$ cat config.mk
export PLATFORM = sky130hd
export DESIGN_NAME = mem_pwr_gate
export DESIGN_NICKNAME = d
export VERILOG_FILES = /design/src/rtl/mem_pwr_pkg.sv /design/src/rtl/mpg_timer.sv /design/src/rtl/mpg_fsm.sv /design/src/rtl/mpg_outreg.sv /design/src/rtl/mem_pwr_gate.sv
export SDC_FILE = /design/constraint.sdc
export NUM_CORES = 1
export LEC_CHECK = 0
export ABC_AREA = 1
export BUFFER_PORTS_ARGS = -buffer_cell sky130_fd_sc_hd__clkbuf_2
export CAP_MARGIN = 10
export CORE_MARGIN = 10
export CORE_UTILIZATION = 53
export CTS_CLUSTER_DIAMETER = 30
export DETAILED_ROUTE_END_ITERATION = 6
export PLACE_DENSITY = 0.73
export SYNTH_ARGS = -nofsm -noshare
export SYNTH_HDL_FRONTEND = slang
export SYNTH_SLANG_ARGS = --single-unit
$ cat constraint.sdc
create_clock -name clk -period 3 [get_ports clk]
set_clock_uncertainty 0.2 [all_clocks]
set_input_delay 0.15 -clock clk [delete_from_list [all_inputs] [get_ports clk]]
set_output_delay 0.15 -clock clk [all_outputs]
set_load 0.01 [all_outputs]
$ cat src/rtl/mem_pwr_pkg.sv
package mem_pwr_pkg;

  // Gate states; order carries no meaning.
  typedef enum logic [2:0] {
    ST_OFF       = 3'd0,  // supply below trip point
    ST_PWAIT     = 3'd1,  // power-up holdoff
    ST_READY     = 3'd2,  // accesses permitted
    ST_DRAIN     = 3'd3,  // sleep requested, waiting for controller idle
    ST_SLEEP_MIN = 3'd4,  // sleep pin low, minimum time running
    ST_SLEEP     = 3'd5,  // sleep pin low, waiting for request release
    ST_WAKE      = 3'd6   // sleep-exit holdoff
  } gate_st_e;

  function automatic logic st_asleep(gate_st_e s);
    return (s == ST_SLEEP_MIN) || (s == ST_SLEEP);
  endfunction

  function automatic logic st_timed(gate_st_e s);
    return (s == ST_PWAIT) || (s == ST_WAKE) || (s == ST_SLEEP_MIN);
  endfunction

endpackage

$ cat src/rtl/mpg_timer.sv
module mpg_timer #(
  parameter int CNT_W = 16
) (
  input  logic             clk,
  input  logic             rst,
  input  logic             load,
  input  logic [CNT_W-1:0] load_val,
  output logic             zero
);

  logic [CNT_W-1:0] cnt;

  // Single down counter shared by every timed state.
  always_ff @(posedge clk) begin
    if (rst) begin
      cnt <= '0;
    end else if (load) begin
      cnt <= load_val;
    end else if (cnt != '0) begin
      cnt <= cnt - 1'b1;
    end
  end

  assign zero = (cnt == '0);

  // The count must never pass from zero to a nonzero value without a load.
  assert_tmr_no_wrap_R6: assert property (@(posedge clk) disable iff (rst)
    (zero && !load) |=> zero);

endmodule

$ cat src/rtl/mpg_fsm.sv
module mpg_fsm
  import mem_pwr_pkg::*;
#(
  parameter int unsigned PWRUP_CYC     = 45000,
  parameter int unsigned WAKE_CYC      = 45000,
  parameter int unsigned SLEEP_MIN_CYC = 100,
  parameter int          CNT_W         = 16
) (
  input  logic             clk,
  input  logic             rst,
  input  logic             supply_ok,
  input  logic             sleep_req,
  input  logic             ctrl_busy,
  input  logic             tmr_zero,
  output gate_st_e         state,
  output gate_st_e         nxt,
  output logic             tmr_load,
  output logic [CNT_W-1:0] tmr_val
);

  localparam logic [CNT_W-1:0] PWRUP_LD = CNT_W'(PWRUP_CYC - 1);
  localparam logic [CNT_W-1:0] WAKE_LD  = CNT_W'(WAKE_CYC - 1);
  localparam logic [CNT_W-1:0] MIN_LD   = CNT_W'(SLEEP_MIN_CYC - 1);

  always_comb begin
    nxt = state;
    if (!supply_ok) begin
      nxt = ST_OFF;
    end else begin
      unique case (state)
        ST_OFF:       nxt = ST_PWAIT;
        ST_PWAIT:     if (tmr_zero) nxt = ST_READY;
        ST_READY:     if (sleep_req) nxt = ctrl_busy ? ST_DRAIN : ST_SLEEP_MIN;
        ST_DRAIN: begin
          if (!sleep_req)      nxt = ST_READY;
          else if (!ctrl_busy) nxt = ST_SLEEP_MIN;
        end
        ST_SLEEP_MIN: if (tmr_zero) nxt = ST_SLEEP;
        ST_SLEEP:     if (!sleep_req) nxt = ST_WAKE;
        ST_WAKE:      if (tmr_zero) nxt = ST_READY;
        default:      nxt = ST_OFF;
      endcase
    end
  end

  // Load the shared timer on entry to a timed state.
  always_comb begin
    tmr_load = st_timed(nxt) && (nxt != state);
    unique case (nxt)
      ST_PWAIT:     tmr_val = PWRUP_LD;
      ST_WAKE:      tmr_val = WAKE_LD;
      ST_SLEEP_MIN: tmr_val = MIN_LD;
      default:      tmr_val = '0;
    endcase
  end

  always_ff @(posedge clk) begin
    if (rst) state <= ST_OFF;
    else     state <= nxt;
  end

  assert_drop_to_off_R1: assert property (@(posedge clk) disable iff (rst)
    !supply_ok |=> (state == ST_OFF));

  assert_sleep_only_idle_R4: assert property (@(posedge clk) disable iff (rst)
    (!st_asleep(state) && st_asleep(nxt)) |-> !ctrl_busy);

endmodule

$ cat src/rtl/mpg_outreg.sv
module mpg_outreg
  import mem_pwr_pkg::*;
(
  input  logic     clk,
  input  logic     rst,
  input  gate_st_e nxt,
  output logic     access_q,
  output logic     sleep_n_q,
  output logic     we_q
);

  // Outputs registered from the next state so they change on the same edge as the state.
  always_ff @(posedge clk) begin
    if (rst) begin
      access_q  <= 1'b0;
      sleep_n_q <= 1'b1;
      we_q      <= 1'b1;
    end else begin
      access_q  <= (nxt == ST_READY);
      sleep_n_q <= !st_asleep(nxt);
      we_q      <= (nxt == ST_OFF) || (nxt == ST_PWAIT);
    end
  end

endmodule

$ cat src/rtl/mem_pwr_gate.sv
module mem_pwr_gate
  import mem_pwr_pkg::*;
#(
  parameter int unsigned PWRUP_CYC     = 45000,
  parameter int unsigned WAKE_CYC      = 45000,
  parameter int unsigned SLEEP_MIN_CYC = 100
) (
  input  logic clk,
  input  logic rst,
  input  logic supply_ok,
  input  logic sleep_req,
  input  logic ctrl_busy,
  output logic sleep_n,
  output logic we_hold,
  output logic access_ok
);

  localparam int unsigned LONG_A  = (PWRUP_CYC > WAKE_CYC) ? PWRUP_CYC : WAKE_CYC;
  localparam int unsigned LONGEST = (LONG_A > SLEEP_MIN_CYC) ? LONG_A : SLEEP_MIN_CYC;
  localparam int          CNT_W   = (LONGEST < 2) ? 1 : $clog2(LONGEST);

  gate_st_e         state;
  gate_st_e         nxt;
  logic             tmr_load;
  logic [CNT_W-1:0] tmr_val;
  logic             tmr_zero;
  logic             access_q;
  logic             sleep_n_q;
  logic             we_q;

  mpg_fsm #(
    .PWRUP_CYC    (PWRUP_CYC),
    .WAKE_CYC     (WAKE_CYC),
    .SLEEP_MIN_CYC(SLEEP_MIN_CYC),
    .CNT_W        (CNT_W)
  ) fsm_i (
    .clk      (clk),
    .rst      (rst),
    .supply_ok(supply_ok),
    .sleep_req(sleep_req),
    .ctrl_busy(ctrl_busy),
    .tmr_zero (tmr_zero),
    .state    (state),
    .nxt      (nxt),
    .tmr_load (tmr_load),
    .tmr_val  (tmr_val)
  );

  mpg_timer #(.CNT_W(CNT_W)) tmr_i (
    .clk     (clk),
    .rst     (rst),
    .load    (tmr_load),
    .load_val(tmr_val),
    .zero    (tmr_zero)
  );

  mpg_outreg out_i (
    .clk      (clk),
    .rst      (rst),
    .nxt      (nxt),
    .access_q (access_q),
    .sleep_n_q(sleep_n_q),
    .we_q     (we_q)
  );

  // Supply loss acts without waiting for an edge.
  assign access_ok = access_q & supply_ok;
  assign we_hold   = we_q | ~supply_ok;
  assign sleep_n   = sleep_n_q;

  assert_permit_after_hold_R2: assert property (@(posedge clk) disable iff (rst)
    $rose(access_q) |-> ($past(tmr_zero) || $past(state == ST_DRAIN)));

  assert_we_after_drop_R1: assert property (@(posedge clk) disable iff (rst)
    !$past(supply_ok) |-> we_hold);

  assert_no_access_asleep_R3: assert property (@(posedge clk) disable iff (rst)
    !sleep_n |-> !access_ok);

  assert_min_low_R6: assert property (@(posedge clk) disable iff (rst)
    $rose(sleep_n) |-> ($past(state == ST_SLEEP) || !$past(supply_ok)));

  assert_fall_idle_R4: assert property (@(posedge clk) disable iff (rst)
    $fell(sleep_n) |-> !$past(ctrl_busy));

endmodule

==> results of run 1 <==
-- registers in the layout (all words and copies together), names as in the netlist --
name             flops
tmr_i.cnt           16
fsm_i.state          3
out_i.access_q       1
out_i.sleep_n_q      1
out_i.we_q           1
-- repair_timing --
action	in CTS	in global routing
endpoints found under the hold margin	9	0
buffers inserted	0	0
hold buffers	1	0
-- worst paths after layout --
path,slack [ns],to,from
worst min-delay path,0.02,fsm_i.state[0],supply_ok
worst max-delay path,0.79,tmr_i.cnt[9],tmr_i.cnt[0]
worst min register to register,0.37,tmr_i.cnt[14],tmr_i.cnt[14]
worst max register to register,0.79,tmr_i.cnt[9],tmr_i.cnt[0]
-- layout by cell type (no fill, tap or decap), types with 2 or more instances in the layout --
| cell | count |
|---|---|
| nand2_1 | 48 |
| nor2_1 | 24 |
| dfxtp_1 | 22 |
| inv_1 | 21 |
| nand3_1 | 13 |
| nand2_2 | 10 |
| xor2_1 | 9 |
| nor2_2 | 8 |
| nand2_4 | 7 |
| clkbuf_2 | 7 |
| nor3_1 | 6 |
| a21oi_1 | 6 |
| nor2_4 | 3 |
| nand4_1 | 3 |
| o31ai_1 | 3 |
| xnor2_1 | 3 |
| clkbuf_4 | 3 |
| inv_2 | 2 |
| o21ai_0 | 2 |
| nand3_2 | 2 |
-- routing by layer --
metal	wire length, um	part of all wire	track usage	vias up
li1	-	-	-	656
met1	1370	0.48	0.154	561
met2	1290	0.45	0.167	22
met3	151	0.053	0.0248	4
met4	40	0.014	0.0366	0
met5	0	0	0	-
-- kinds of logic (layout without fill, tap and decap cells) --
logic type      after synthesis  after routing  synth area share
buf+inv                      25             35            0.0726
flops                        22             22             0.312
xor+xnor                     12             12            0.0743
fa+ha+maj                     1              1           0.00885
simple gates                129            129             0.478
compound gates               13             13            0.0549
-- through the flow --
stage	util	cells	power (uW)
floorplan	-	202	694
global placement	0.583	237	759
detailed placement	0.583	237	761
CTS	0.608	242	990
global route	0.608	242	1060
finish	0.608	242	989
-- tightest hold or removal path, stage by stage --
cell and delay [ns]:
clkbuf_2 0.18, nand2_4 0.14, nor2_1 0.04
-- power by group --
| part | switching [uW] | internal, uW |
|---|---|---|
| sequential | 49.5 | 337 |
| clock | 95.5 | 135 |
| combinational | 227 | 144 |
-- cell type report --
| class | count | area [um2] |
|---|---|---|
| Fill cell | 234 | 990 |
| Multi-Input combinational cell | 155 | 871 |
| Sequential cell | 22 | 440 |
| Inverter | 23 | 86.3 |
| Timing Repair Buffer | 8 | 45.0 |
| Tap cell | 30 | 37.5 |
| Clock inverter | 1 | 30.0 |
| Clock buffer | 3 | 22.5 |
==> results.md, run 1 <==
* Status: finished clean
* Crit path required time at 3.02 ns
* HP Class: in -> reg
* Post-synthesis sequential area ratio at 0.312
* CP Cell Sequence: inv_1 -> ha_1 -> nand2_4 -> nor2_4 -> nand2_2 -> nand2_2 -> nand3_2 -> nand2_4 -> nand2_4 -> nand3_1 -> nand3_1 -> nand2_4 -> nand2_2 -> nand2_1 -> nor2_1
* CTS tree: built
* FP Rows at 18
* Synth warnings at 0
* PD cells at 645 nW/um2
* 1st-iter DRT viols at 100
* Pre-Repair DR Iteration Count at 4
* Post-DP HPWL at 2320 um
* Hold path depth at 3
* Top_reg_cell synth: dfxtp_1
* Die Span X at 71.7 um
* DP Worst Slack at 0.800 ns
* I/O pin cnt at 8
* Port Buffer Count at 7
* Hold WS at 0.0202 ns
* Max Clk Rate at approximately 450 MHz
* Drt drc at 0
* Slew @ Worst Pin at 0.678 ns
* Instance count on the critical path at 15
* Via-to-Cell Ratio at between 5 and 6
* Syn Nets at 208
* Via count of the first global-routing pass at 1,094
* Fin. Hold Viols at 0
* Clk Tree Root Cell: clkbuf_4
* Top cell by count, worst path: nand2_4
* Async SR Flop Fraction at 0
* Largest net degree at the start of global routing at 14
* First-pass GRT wire length at 4860 um
* Remaining global-route overflow at 0
* Per-cell routed wire length at between 10 and 15 um
* Setup TNS at 0 ns
* Slowest Stage Delay on Critical Path at 0.32 ns
* Critical path data arrival time at 2.23 ns
* Final Instance Area at 1530 um2
* Syn-to-layout area delta at 8.41%
* Synth top area cells: dfxtp_1 31%, nand2_1 13%, nor2_1 6.4%
* Final net count at 219
* CP Launch Type: flop
* Synth cell count leaders: 48 x nand2_1, 24 x nor2_1, 22 x dfxtp_1
* CTS resizes at 0
* Fin. max-slew vios at 0
* Setup WS post-layout at 0.788 ns
* Rel. slew slack at 0.544
* CTS Buf Count at 3
* Fin crit share at 0.737
* Core area at 2520 um2
* CP Capture Type: flop
* Die Ht at 71.7 um
* Avg Inst Size Synth at 7.00 um2
* Synthesized area at between 1000 and 1500 um2
* Post-synth top area share at 0.312
* Critical path class: reg -> reg
* # setup viols final at 0
* Share of cells above drive strength 1 at 0.217
* Routed via count at 1,243
* Cell count after synthesis at 202
* H-tree Lvls at 1
* Final Wtd Congestion at around 0.95
* Drt total wl at 2860 um
* Reg2reg path depth at 15
* Clk buf depth at 2
* Clock latency on the worst-skew pair at 0.32 ns
* Total GRT Usage at 0.112
* Max-Cap Viols at 0
* Worst-path clk slew at approximately 0.13 ns
* RSZ-0062 raised after global routing: false
* Most frequent cell after synthesis: nand2_1
* Crit path max-delay family: simple AND/OR/NAND/NOR gates
* CP Buf/Inv Count at 1
* EDFF count, synth at 0
* Area post-placement at 1470 um2
* Initial antenna violation count at 0
* Worst vdd ir at 0.502 mV
* Diode count at 0
* Slowest CP cell: dfxtp_1
* Die area at roughly 5100 um2
* Cell taking the most area after synthesis: dfxtp_1
* Leak pwr at 0.000778 uW
* Clock sinks at 22
* Post-route ant nets at 0
* Largest fanout on the critical path at 8
* #FFs+latches synth at 22
* Tmin final at 2.21 ns
* Starting Density at 0.561
* Unique masters post-synth at 28
Power figures use the tool's default switching activity.
==> run 2, diff against run 1 <==
--- a/config.mk
+++ b/config.mk
@@ -12,7 +12,7 @@
 export CORE_UTILIZATION = 53
 export CTS_CLUSTER_DIAMETER = 30
 export DETAILED_ROUTE_END_ITERATION = 6
-export PLACE_DENSITY = 0.73
+export PLACE_DENSITY = 0.76
 export SYNTH_ARGS = -nofsm -noshare
 export SYNTH_HDL_FRONTEND = slang
 export SYNTH_SLANG_ARGS = --single-unit
==> constraint.sdc (replaced) <==
create_clock -name clk -period 1.9 [get_ports clk]
set_clock_uncertainty 0.2 [all_clocks]
set_input_delay 0.095 -clock clk [delete_from_list [all_inputs] [get_ports clk]]
set_output_delay 0.095 -clock clk [all_outputs]
set_load 0.01 [all_outputs]
==> run 2 against run 1 <==
Effect of this change:
- the flow now finishes with violations (negative setup slack)
- worst setup slack lost 0.96 ns
- critical path depth shrank 2
- via count grew 25%
- die area is the same
- clock-buffer cell count grew 1
- sequential share of layout area shrank 6.3 points
- global-route usage grew 4.6 points
- non-clock buffer count grew 38
- final area grew 32%
- wire length grew 58%
- largest power group is now combinational logic
- highest routed layer unchanged
==> results.md, run 2 (synthesis results as in run 1) <==
* Status: finished, violations left (was finished clean)
* Critical path class: reg -> reg (unchanged)
* Clock sinks at 22 (unchanged)
* H-tree Lvls at 1 (unchanged)
* Initial antenna violation count at 0 (unchanged)
* Biggest regs: tmr_i.cnt (16), fsm_i.state (3) (unchanged)
* Total GRT Usage at 0.158 (was 0.112)
* Clock latency on the worst-skew pair at 0.31 ns (was 0.32 ns)
* CP Capture Type: flop (unchanged)
* Final net count at 257 (was 219)
* Per-cell routed wire length at 16.1 um (was 11.8 um)
* Tmin final at 2.07 ns (was 2.21 ns)
* Pre-Repair DR Iteration Count at 4 (unchanged)
* Logic pwr share at 0.536 (was 0.376)
* FP Rows at 18 (unchanged)
* Internal power at 1100 uW (was 617 uW)
* Setup WS post-layout at -0.175 ns (was 0.788 ns)
* HP Class: in -> reg (unchanged)
* Number of flip-flops in the largest register at 16 (unchanged)
* Die Ht at 71.7 um (unchanged)
* Clk buf depth at 2 (unchanged)
* Post-route ant nets at 0 (unchanged)
* Largest fanout on the critical path at 3 (was 8)
* Clock Power Share at 0.141 (was 0.233)
* Max-Cap Viols at 0 (unchanged)
* Core area at 2520 um2 (unchanged)
* Starting Density at 0.561 (unchanged)
* Slew @ Worst Pin at 0.310 ns (was 0.678 ns)
* Violated checks: negative setup slack
* Reg2Reg Setup Slack at -0.17 ns (was 0.79 ns)
* RSZ-0062 raised after global routing: true (was false)
* Hold path depth at 4 (was 3)
* Die area at 5130 um2 (unchanged)
* CP Launch Type: flop (unchanged)
* Biggest register: tmr_i.cnt (unchanged)
* CTS tree: built (unchanged)
* # setup viols final at 16 (was 0)
* R2r startpoint: tmr_i.cnt[1] (was tmr_i.cnt[0])
* Critical path data arrival time at 2.09 ns (was 2.23 ns)
* I/O pin cnt at 8 (unchanged)
* Hold WS at 0.0938 ns (was 0.0202 ns)
* Most common cell after layout, fill and taps aside: buf_4 (was nand2_1)
* Rel. slew slack at 0.792 (was 0.544)
* Non-Filler Instances at 280 (was 242)
* Fin. Hold Viols at 0 (unchanged)
* Switch share at 0.429 (was 0.376)
* Reg2reg end: tmr_i.cnt[2] (was tmr_i.cnt[9])
* First-pass GRT wire length at 6820 um (was 4860 um)
* Worst vdd ir at 0.945 mV (was 0.502 mV)
* 1st-iter DRT viols at 109 (was 100)
* Fin crit share at 1.09 (was 0.737)
* Max Clk Rate at 482 MHz (was 452 MHz)
* Commonest non-fill, non-tap cells in the layout: 38 x buf_4, 33 x nand2_1, 22 x nand2_2 (was 48 x nand2_1, 24 x nor2_1, 22 x dfxtp_1)
* Hold path endpoint: fsm_i.state[0] (unchanged)
* Placed instance count at 267 (was 237)
* Drt total wl at 4520 um (was 2860 um)
* Worst-path clk slew at 0.13 ns (about the same)
* Via-to-Cell Ratio at 5.55 (was 5.14)
* Remaining global-route overflow at 0 (unchanged)
* Routed via count at 1,554 (was 1,243)
* PD cells at 953 nW/um2 (was 645 nW/um2)
* Via count of the first global-routing pass at 1,528 (was 1,094)
* Switch Pwr at 824 uW (was 372 uW)
* Crit path required time at 1.91 ns (was 3.02 ns)
* Diode count at 0 (unchanged)
* Die Span X at 71.7 um (unchanged)
* Area post-placement at 1710 um2 (was 1470 um2)
* Final Wtd Congestion at 0.835 (was 0.950)
* Reg2reg path depth at 13 (was 15)
* Largest net degree at the start of global routing at 13 (was 14)
* CTS Buf Count at 3 (unchanged)
* Drt drc at 0 (unchanged)
* Sequential cell fraction of total power at 0.322 (was 0.391)
* Syn-to-layout area delta at 42.7% (was 8.41%)
* Post-DP HPWL at 2590 um (was 2320 um)
* Clk Tree Root Cell: clkbuf_4 (unchanged)
* Fin. max-slew vios at 0 (unchanged)
* Share of cells above drive strength 1 at 0.528 (was 0.217)
* Port Buffer Count at 7 (unchanged)
* Post-layout power at 1920 uW (was 989 uW)
* Leak pwr at 0.000986 uW (was 0.000778 uW)
* End-of-flow core utilization at 0.800 (was 0.608)
* Final Instance Area at 2020 um2 (was 1530 um2)
* Worst Min Path Start: supply_ok (unchanged)
[run 2: cell types whose count changed in the layout (fill, tap and decap cells not counted), moves of 5 or more]
cell and delta:
nand3_2 +5, nor2_4 +8, dfxtp_1 -9, nor2_1 -7, nand2_2 +12, nand3_1 -5, dfxtp_2 +9, buf_4 +38
nand2_1 -15
[run 2: per-stage QoR]
step / worst slack, ns / TNS [ns]
floorplan: 0.0313 / 0
global placement: -0.0415 / -0.363
detailed placement: -0.0958 / -1.07
CTS: -0.0616 / -0.522
global route: -0.334 / -4.81
finish: -0.175 / -1.75
[run 2: worst max path at each step]
stage	from	endpoint	slack, ns
floorplan	tmr_i.cnt[1]	tmr_i.cnt[11]	0.03
global placement	tmr_i.cnt[13]	tmr_i.cnt[4]	-0.04
detailed placement	tmr_i.cnt[8]	tmr_i.cnt[2]	-0.1
CTS	tmr_i.cnt[1]	tmr_i.cnt[15]	-0.06
global route	fsm_i.state[1]	tmr_i.cnt[2]	-0.33
finish	tmr_i.cnt[1]	tmr_i.cnt[2]	-0.17
[run 2: cell type report]
| cell class | instances | area [um2] |
|---|---|---|
| multi-input cells | 155 | 1070 |
| fillers | 150 | 505 |
| flip-flops and latches | 22 | 452 |
| repair buffers | 46 | 330 |
| inverters | 23 | 86.3 |
| well taps | 30 | 37.5 |
| clock buffers | 4 | 36.3 |
[run 2: power groups by stage]
stage / sequential (uW) / clock (uW) / combinational, uW
6_report: 620 / 271 / 1030
5_1_grt: 625 / 291 / 1120
4_1_cts: 607 / 270 / 872
3_5_place_dp: 603 / 0 / 756
3_3_place_gp: 598 / 0 / 732
2_1_floorplan: 606 / 0 / 500
[run 2: critical path, cell delays in order (launching register included)]
cell and delay, ns:
dfxtp_2 0.35, inv_2 0.07, ha_4 0.15, nand2_4 0.07
nor2_4 0.14, nand3_2 0.09, nand3_2 0.09, buf_4 0.12
inv_2 0.04, nand4_1 0.12, nand2_2 0.13, buf_4 0.16
a22oi_1 0.16, nor2_1 0.08
[run 2: timing repair]
action,4_1_cts,5_1_grt
setup buffers,6,2
hold buffers,1,0
pin swaps,21,12
endpoints found under the hold margin,11,0
cloned,0,0
setup endpoints to repair,16,17
resized for setup,29,30
[run 2: per-layer routing]
layer	track usage	share of wire
met1	0.184	0.40
met2	0.275	0.50
met3	0.0344	0.083
met4	0.0538	0.021
met5	0	0
